<file path="src/rtl/vic_pkg.sv">
package vic_pkg;
  localparam int unsigned NUM_SRC   = 32;
  localparam int unsigned DATA_W    = 32;
  localparam int unsigned ADDR_W    = 8;
  localparam int unsigned WORD_W    = ADDR_W - 2;
  localparam int unsigned IDX_W     = $clog2(NUM_SRC);
  localparam int unsigned LVL_W     = 6;
  localparam int unsigned RS_W      = 6;
  localparam int unsigned STRIDE_W  = 3;
  localparam int unsigned NMI_BIT   = LVL_W;
  localparam int unsigned RS_LSB    = LVL_W + 1;
  localparam int unsigned CFG_W     = RS_LSB + RS_W;
  localparam int unsigned BASE_SHIFT = 2;

  typedef logic [WORD_W-1:0] word_t;
  localparam word_t W_EN      = word_t'(NUM_SRC + 0);
  localparam word_t W_EN_SET  = word_t'(NUM_SRC + 1);
  localparam word_t W_EN_CLR  = word_t'(NUM_SRC + 2);
  localparam word_t W_PEND    = word_t'(NUM_SRC + 3);
  localparam word_t W_RAW     = word_t'(NUM_SRC + 4);
  localparam word_t W_SW      = word_t'(NUM_SRC + 5);
  localparam word_t W_SW_SET  = word_t'(NUM_SRC + 6);
  localparam word_t W_SW_CLR  = word_t'(NUM_SRC + 7);
  localparam word_t W_GCFG    = word_t'(NUM_SRC + 8);
  localparam word_t W_STATUS  = word_t'(NUM_SRC + 9);
  localparam word_t W_BASE    = word_t'(NUM_SRC + 10);
  localparam word_t W_VEC     = word_t'(NUM_SRC + 11);

  typedef struct packed {
    logic             cfgWr;
    logic [IDX_W-1:0] cfgIdx;
    logic             enWr;
    logic             enSet;
    logic             enClr;
    logic             swWr;
    logic             swSet;
    logic             swClr;
    logic             gcfgWr;
    logic             baseWr;
    logic             rdEn;
    word_t            rdWord;
  } vic_strobe_t;

  typedef struct packed {
    logic             valid;
    logic [IDX_W-1:0] idx;
    logic [LVL_W-1:0] level;
  } vic_win_t;
endpackage

</file>
<file path="src/rtl/vic_ctrl.sv">
module vic_ctrl
  import vic_pkg::*;
(
  input  logic              busValid,
  input  logic              busWrite,
  input  logic [ADDR_W-1:0] busAddr,
  output vic_strobe_t       strb
);
  word_t word;
  logic  wrAcc;

  assign word  = busAddr[ADDR_W-1:2];
  assign wrAcc = busValid & busWrite;

  always_comb begin
    strb        = '0;
    strb.rdEn   = busValid & ~busWrite;
    strb.rdWord = word;
    strb.cfgIdx = word[IDX_W-1:0];
    if (wrAcc) begin
      if (word < word_t'(NUM_SRC)) begin
        strb.cfgWr = 1'b1;
      end else begin
        case (word)
          W_EN:     strb.enWr   = 1'b1;
          W_EN_SET: strb.enSet  = 1'b1;
          W_EN_CLR: strb.enClr  = 1'b1;
          W_SW:     strb.swWr   = 1'b1;
          W_SW_SET: strb.swSet  = 1'b1;
          W_SW_CLR: strb.swClr  = 1'b1;
          W_GCFG:   strb.gcfgWr = 1'b1;
          W_BASE:   strb.baseWr = 1'b1;
          default:  ;
        endcase
      end
    end
  end
endmodule

</file>
<file path="src/rtl/vic_arbiter.sv">
module vic_arbiter
  import vic_pkg::*;
(
  input  logic [NUM_SRC-1:0]            pending,
  input  logic [NUM_SRC-1:0][LVL_W-1:0] levels,
  output vic_win_t                      win
);
  logic [NUM_SRC-1:0][LVL_W-1:0] effLvl;

  for (genvar s = 0; s < NUM_SRC; s++) begin : g_eff
    assign effLvl[s] = pending[s] ? levels[s] : '0;
  end

  always_comb begin
    logic [LVL_W-1:0] bestLvl;
    logic [IDX_W-1:0] bestIdx;
    bestLvl = '0;
    bestIdx = '0;
    for (int s = 0; s < NUM_SRC; s++) begin
      if (effLvl[s] > bestLvl) begin
        bestLvl = effLvl[s];
        bestIdx = IDX_W'(s);
      end
    end
    win.valid = (bestLvl != '0);
    win.idx   = bestIdx;
    win.level = bestLvl;
  end
endmodule

</file>
<file path="src/rtl/vic_datapath.sv">
module vic_datapath
  import vic_pkg::*;
(
  input  logic              clk,
  input  logic              rstN,
  input  vic_strobe_t       strb,
  input  logic [DATA_W-1:0] wdata,
  input  logic [NUM_SRC-1:0] irqLines,
  output logic [DATA_W-1:0] rdata,
  output logic              reqValid,
  output logic [DATA_W-1:0] reqHandler,
  output logic [RS_W-1:0]   reqRegSet,
  output logic [LVL_W-1:0]  reqLevel,
  output logic              reqNmi
);
  logic [LVL_W-1:0]    cfgLvl [NUM_SRC];
  logic [RS_W-1:0]     cfgRs  [NUM_SRC];
  logic [NUM_SRC-1:0]  cfgNmi;
  logic [NUM_SRC-1:0]  enReg, swReg, rawReg;
  logic [STRIDE_W-1:0] gcfgReg;
  logic [DATA_W-1:0]   baseReg, statusReg, vecReg;

  logic [NUM_SRC-1:0]            pendLive;
  logic [NUM_SRC-1:0][LVL_W-1:0] lvlPacked;
  vic_win_t                      win;
  logic [STRIDE_W:0]             shiftAmt;
  logic [DATA_W-1:0]             handlerNext;
  logic [DATA_W-1:0]             rdNext;

  // configuration words
  always_ff @(posedge clk or negedge rstN) begin
    if (!rstN) begin
      for (int s = 0; s < NUM_SRC; s++) begin
        cfgLvl[s] <= '0;
        cfgRs[s]  <= '0;
      end
      cfgNmi <= '0;
    end else if (strb.cfgWr) begin
      cfgLvl[strb.cfgIdx] <= wdata[LVL_W-1:0];
      cfgRs[strb.cfgIdx]  <= wdata[RS_LSB +: RS_W];
      cfgNmi[strb.cfgIdx] <= wdata[NMI_BIT];
    end
  end

  // masks, raw capture, global words
  always_ff @(posedge clk or negedge rstN) begin
    if (!rstN) begin
      enReg   <= '0;
      swReg   <= '0;
      rawReg  <= '0;
      gcfgReg <= '0;
      baseReg <= '0;
    end else begin
      rawReg <= irqLines;
      if (strb.enWr)       enReg <= wdata[NUM_SRC-1:0];
      else if (strb.enSet) enReg <= enReg | wdata[NUM_SRC-1:0];
      else if (strb.enClr) enReg <= enReg & ~wdata[NUM_SRC-1:0];
      if (strb.swWr)       swReg <= wdata[NUM_SRC-1:0];
      else if (strb.swSet) swReg <= swReg | wdata[NUM_SRC-1:0];
      else if (strb.swClr) swReg <= swReg & ~wdata[NUM_SRC-1:0];
      if (strb.gcfgWr)     gcfgReg <= wdata[STRIDE_W-1:0];
      if (strb.baseWr)     baseReg <= wdata;
    end
  end

  // priority selection on live lines and current registers
  assign pendLive = (irqLines | swReg) & enReg;

  always_comb begin
    for (int s = 0; s < NUM_SRC; s++) lvlPacked[s] = cfgLvl[s];
  end

  vic_arbiter u_arb (
    .pending (pendLive),
    .levels  (lvlPacked),
    .win     (win)
  );

  assign shiftAmt    = {1'b0, gcfgReg} + (STRIDE_W+1)'(BASE_SHIFT);
  assign handlerNext = (DATA_W'(win.idx) << shiftAmt) + baseReg;

  // registered request packet and derived status words
  always_ff @(posedge clk or negedge rstN) begin
    if (!rstN) begin
      reqValid   <= 1'b0;
      reqHandler <= '0;
      reqRegSet  <= '0;
      reqLevel   <= '0;
      reqNmi     <= 1'b0;
      statusReg  <= '0;
      vecReg     <= '0;
    end else if (win.valid) begin
      reqValid   <= 1'b1;
      reqHandler <= handlerNext;
      reqRegSet  <= cfgRs[win.idx];
      reqLevel   <= win.level;
      reqNmi     <= cfgNmi[win.idx];
      statusReg  <= {1'b1, (DATA_W-1-IDX_W)'(0), win.idx};
      vecReg     <= handlerNext;
    end else begin
      reqValid   <= 1'b0;
      reqHandler <= '0;
      reqRegSet  <= '0;
      reqLevel   <= '0;
      reqNmi     <= 1'b0;
      statusReg  <= '0;
      vecReg     <= '0;
    end
  end

  // read multiplexer
  always_comb begin
    rdNext = '0;
    if (strb.rdEn) begin
      if (strb.rdWord < word_t'(NUM_SRC)) begin
        rdNext = DATA_W'({cfgRs[strb.rdWord[IDX_W-1:0]],
                          cfgNmi[strb.rdWord[IDX_W-1:0]],
                          cfgLvl[strb.rdWord[IDX_W-1:0]]});
      end else begin
        case (strb.rdWord)
          W_EN:     rdNext = DATA_W'(enReg);
          W_PEND:   rdNext = DATA_W'((rawReg | swReg) & enReg);
          W_RAW:    rdNext = DATA_W'(rawReg);
          W_SW:     rdNext = DATA_W'(swReg);
          W_GCFG:   rdNext = DATA_W'(gcfgReg);
          W_STATUS: rdNext = statusReg;
          W_BASE:   rdNext = baseReg;
          W_VEC:    rdNext = vecReg;
          default:  rdNext = '0;
        endcase
      end
    end
  end

  always_ff @(posedge clk or negedge rstN) begin
    if (!rstN) rdata <= '0;
    else       rdata <= rdNext;
  end
endmodule

</file>
<file path="src/rtl/vec_irq_ctrl.sv">
module vec_irq_ctrl
  import vic_pkg::*;
(
  input  logic               clk,
  input  logic               rstN,
  input  logic               busValid,
  input  logic               busWrite,
  input  logic [ADDR_W-1:0]  busAddr,
  input  logic [DATA_W-1:0]  busWdata,
  output logic [DATA_W-1:0]  busRdata,
  input  logic [NUM_SRC-1:0] irqLines,
  output logic               reqValid,
  output logic [DATA_W-1:0]  reqHandler,
  output logic [RS_W-1:0]    reqRegSet,
  output logic [LVL_W-1:0]   reqLevel,
  output logic               reqNmi
);
  vic_strobe_t strb;

  vic_ctrl u_ctrl (
    .busValid (busValid),
    .busWrite (busWrite),
    .busAddr  (busAddr),
    .strb     (strb)
  );

  vic_datapath u_dp (
    .clk        (clk),
    .rstN       (rstN),
    .strb       (strb),
    .wdata      (busWdata),
    .irqLines   (irqLines),
    .rdata      (busRdata),
    .reqValid   (reqValid),
    .reqHandler (reqHandler),
    .reqRegSet  (reqRegSet),
    .reqLevel   (reqLevel),
    .reqNmi     (reqNmi)
  );
endmodule

</file>
<file path="config.mk">
export PLATFORM = sky130hd
export DESIGN_NAME = vec_irq_ctrl
export DESIGN_NICKNAME = d
export VERILOG_FILES = /design/src/rtl/vic_pkg.sv /design/src/rtl/vic_ctrl.sv /design/src/rtl/vic_arbiter.sv /design/src/rtl/vic_datapath.sv /design/src/rtl/vec_irq_ctrl.sv
export SDC_FILE = /design/constraint.sdc
export NUM_CORES = 2
export LEC_CHECK = 0
export ABC_AREA = 0
export BUFFER_PORTS_ARGS = -buffer_cell sky130_fd_sc_hd__buf_2
export CORE_UTILIZATION = 30
export CTS_BUF_LIST = sky130_fd_sc_hd__clkbuf_2 sky130_fd_sc_hd__clkbuf_4 sky130_fd_sc_hd__clkbuf_8
export DETAILED_ROUTE_END_ITERATION = 8
export GPL_TIMING_DRIVEN = 0
export PLACE_DENSITY = 0.52
export SLEW_MARGIN = 25
export SYNTH_ARGS = -nofsm -noshare
export SYNTH_HDL_FRONTEND = slang
export SYNTH_HIERARCHICAL = 1
export SYNTH_SLANG_ARGS = --single-unit
</file>
<file path="constraint.sdc">
create_clock -name clk -period 97.5 [get_ports clk]
set_input_delay 9.75 -clock clk [delete_from_list [all_inputs] [get_ports clk]]
set_output_delay 9.75 -clock clk [all_outputs]
set_load 0.05 [all_outputs]
</file>
After elaboration in Yosys (flattened, before gate mapping)
Cells that the tools add are included.
Cells by class
  muxes and demuxes: 142
  div/mod/pow operators: 0
  equality and inequality tests: 12
  bitwise gates (word level): 14
  shift operators: 1
  order comparisons: 39
  $mul: 0
  reductions and logical operators: 5
  add/subtract/negate cells: 2
Operators by type and width (number)
  two-way mux 6 bit: 73
  bitwise mux 192 bit: 2
  two-way mux 32 bit: 10
  one-hot mux 32 bit (8 select lines): 1
  greater-than comparator 6 bit: 31
  two-way mux 5 bit: 30
  AND 32 bit: 4
  OR 32 bit: 4
  binary-select mux 6 bit (select 5 bit): 3
  == test 6 bit (second input constant): 12
  adder 32 bit: 1
  bitwise mux 32 bit: 1
  NOT 32 bit: 1
  left shift 5 x 4 -> 32 bit: 1
  demux 6 bit (select 5 bit): 1
  two-way mux 1 bit: 16
  two-way mux 8 bit: 2
  greater-or-equal comparator 6 bit (second input constant): 2
  < comparator 5 x 6 -> 1 bit (second input constant): 2
  NOT 5 -> 6 bit: 2
  binary-select mux 1 bit (select 5 bit): 2
  greater-than comparator 6 x 1 -> 1 bit (second input constant): 1
  < comparator 6 x 1 -> 1 bit (second input constant): 1
  < comparator 6 bit (second input constant): 1
  8 further kinds: 11
Storage, ports and cells
  memories kept: 0
  word-level logic and storage cells: 292
  ROM bits: 0
  bits in latches: 0
  bits in writable memories: 0
  output and inout bits: 78
  flip-flop bits (word level): 657

Longest topological paths before layout
  depth in word-level cells: 72
  depth in mapped cells: 320
  gate-level depth less buffers: 303

Modules after synthesis
The synthesis kept the hierarchy.
By module, submodules not included
  vic_datapath: area each 30973.5 um2, instances 1, cells an instance 2240, sequential area each 15765.1 um2
  vic_arbiter: area each 13395.3 um2, instances 1, cells an instance 2022, sequential area each 0.0 um2
  vic_ctrl: area each 229.0 um2, instances 1, cells an instance 29, sequential area each 0.0 um2

Worst setup path after synthesis
No wires, ideal clock.
  path type: input port to flip-flop
  start: input port irqLines[1]
  end: register u_dp.vecReg[16]
  setup slack: 34136 ps
  stages: 277
  data arrival time: 63285 ps
  required time: 97421 ps
  setup time: 79 ps
  path buffers: 20
  path through: o21a_1 -> and2_1 -> ha_1 -> and4_4 -> o21a_1 -> o21a_1 -> mux2_2 -> ha_1 -> a211o_1 -> nand2_2 -> a31o_2 -> clkbuf_1 -> nor2_1 -> a21oi_1 -> inv_1 -> ha_1 -> nand3_1 -> a21oi_1 -> (+241 left out) -> nand3_1 -> a21oi_1 -> a211oi_1 -> nor2_1 -> clkbuf_1 -> or2_1 -> clkbuf_1 -> buf_1 -> mux2_2 -> nand2_1 -> or3_1 -> fa_1 -> nor2b_1 -> o211ai_1 -> a2111oi_0 -> nor3_1 -> o21ai_0 -> mux2i_1
RTL lines
  from (decl): line vec_irq_ctrl.sv:11  | input logic [NUM_SRC-1:0] irqLines,
  to (signal assigned): line vic_datapath.sv:99  | vecReg <= handlerNext;
  to (decl): line vic_datapath.sv:21  | logic [DATA_W-1:0] baseReg, statusReg, vecReg;

==> results.md <==
- Die X: ~390 um
- Uppermost layer routed: met5
- Setup CP Type: input pin to flop
- Layout net count: roughly 4,800
- Yosys warnings: 6
- Max cap viols: 0
- Initial antenna violation count: 26
- Clk Latency, worst-skew pair: 0.81 ns
- Drc violations: 0
- Overall global routing resource usage: ~22%
- Seq/Total Area, Yosys: 35.3%
- DR vias/cell: ~5.8
- CP Launch Type: input pin
- GRT overflow: 0
- Die ar.: 0.150 mm2
- Setup violators final: 0
- Final max-slew violation count: 0
- Post-synthesis instance area: 0.0446 mm2
- RSZ-0062 raised after global routing: no
- FILL cells: 14,800
- Count leader, synth: dfrtp_1
- Syn Area/Cell: 10.4 um2
- DRT Pass-1 Iters: 6
- Clk buf depth: 3
- Share of cells above drive strength 1: a little over a quarter
- Port Buffers: 138
- Max frequency: 0.0132 GHz
- Post-DP HPWL: 132 mm
- Outcome: finished, final reports clean
- CTS Hold Bufs: 0
- Synth unique cells: approximately 150
- Primary FF master, synth: dfrtp_1
- Antenna Violating Nets Remaining: 0
- H-Tree Depth: 3
- Initial core utilization: 30.2%
- CP required: between 90 and 100 ns
- Actual slew at the worst max-slew pin: 1.13 ns
- Clock sinks: 630
- CTS tree: yes
- Commonest cells in the netlist: dfrtp_1 (630), mux2_2 (469), nand2_1 (429)
- Synth async-reset ratio: 100%
- First-pass GRT wire length: 251 mm
- Vias in the first global route: 37,300
- DR vias: about 38,000
- CP max stage delay: 0.79 ns
- Setup Buffers After CTS: 0
- Post-Syn Nets: approximately 4,500
- Wire length per cell: 25.9 um
- Slowest-stage cell, CP: buf_1
- Crit path top cell by count: ha_1
- Gpl congestion: 0.970
- Total wire length: 170 mm
- Clock slew seen by the registers of the worst setup and hold paths: 0.07 ns
- Cts bufs inserted: 110
- Mapped Cells: between 4,000 and 5,000
- Post-synth EDFFs: 0
- Root Driver: clkbuf_8
- Cell accounting for the most synthesized area: dfrtp_1
- Rel. slew slack: between 20% and 30%
- Post-route clock period utilization: 77.8%
- Met3 WL post-DR: 13.5 mm
- Clock skew: about 0.091 ns
- Critical Path AT: 76.55 ns
- Type of the most critical hold path: flop to flop
- Iter 0 DRT Violations: 3,603
- Endpoint class of the critical path: flop
- Num ports: 154
- Layout area overhead: 13.3%
- Post-CTS Resized: 0
- Synth top area share: a little over a third
- Critical Path Fanout Max: 10
- Core Box Area: ~0.15 mm2
- Wl on met1: 75.3 mm
- Synth top area cells: dfrtp_1 (35%), mux2_2 (12%), mux4_2 (10%)
- Met2 routed WL: 75.8 mm
- Largest net degree at the start of global routing: 92
- Final core utilization: 34.2%
- Final hold vios: 0
- Synthesis-stage register bit count: 630
- Post-Route Setup TNS: 0 ns
- Chip height: roughly 390 um
- Crit path time final: 75.90 ns
- Rows: 141
## through the flow
step	instance area (um2)	setup WS, ns	hold slack (ns)	cells
2_1_floorplan	44600	34.14	0.489	4291
3_3_place_gp	47700	21.97	0.500	6359
3_5_place_dp	48000	22.28	0.512	6368
4_1_cts	50500	22.75	0.526	6570
5_1_grt	50500	17.04	0.533	6573
6_report	50500	21.60	0.524	6578
## critical path, delay by kind of cell
family                     cells  cell delay, ns
AOI/OAI and AO/OA            124           29.30
adders and majority gates     33           10.78
buffers and inverters         29            6.12
muxes                         14            4.17
and+or+nand+nor               85           16.28
## cell type report
cell class	count	area [um2]	share of cell area (%)
diodes	8	20.0	0.0396
well taps	1930	2410	4.78
clock buffers	179	2230	4.42
clock inverters	23	312	0.616
multi-input cells	3308	27400	54.1
inverters	85	319	0.631
plain buffers	268	1210	2.39
flip-flops and latches	630	15800	31.2
repair buffers	147	926	1.83
## cell usage in the layout, fill, tap and decap left out, drive strengths merged, types with 87 or more instances in the layout
| cell type | count |
|---|---|
| and2 | 160 |
| o21ai | 190 |
| dfrtp | 630 |
| inv | 89 |
| ha | 132 |
| nand2 | 434 |
| nor2 | 278 |
| buf | 248 |
| nand3 | 87 |
| mux4 | 200 |
| mux2 | 482 |
| a21oi | 189 |
| clkbuf | 346 |
## final timing paths
path	from	endpoint	slack, ns	cells past startpoint
worst max-delay path	irqLines[0]	u_dp/vecReg[28]	21.60	285
worst min-delay path	u_dp/cfgRs[31]	u_dp/cfgRs[31]	0.52	1
worst max register to register	flop	u_dp/vecReg[28]	30.29	284
worst min register to register	u_dp/cfgRs[31]	u_dp/cfgRs[31]	0.52	1
max in group asynchronous	rstN	u_dp/cfgRs[130]	86.67	5
min in group asynchronous	rstN	u_dp/rdata[15]	8.78	1
## logic make-up (layout without fill, tap and decap cells)
logic type,Yosys count,in the layout,share of synthesized area [%]
simple gates,1306,1306,14.6
compound gates,1065,1065,17.8
mux,758,758,24.1
flops,630,630,35.3
buf+inv,353,702,3.40
fa+ha+maj,140,140,3.91
xor+xnor,39,39,0.858
other cells,0,8,0
## per-layer routing
layer / up-vias / global-route usage, %
met2: 1426 / 34.4
met1: 19400 / 30.6
li1: 16900 / -
met3: 278 / 4.63
met4: 24 / 7.24
met5: - / 0
Power is not shown: default switching activity piles up to over one toggle a cycle in this logic, so the estimate is an artifact.
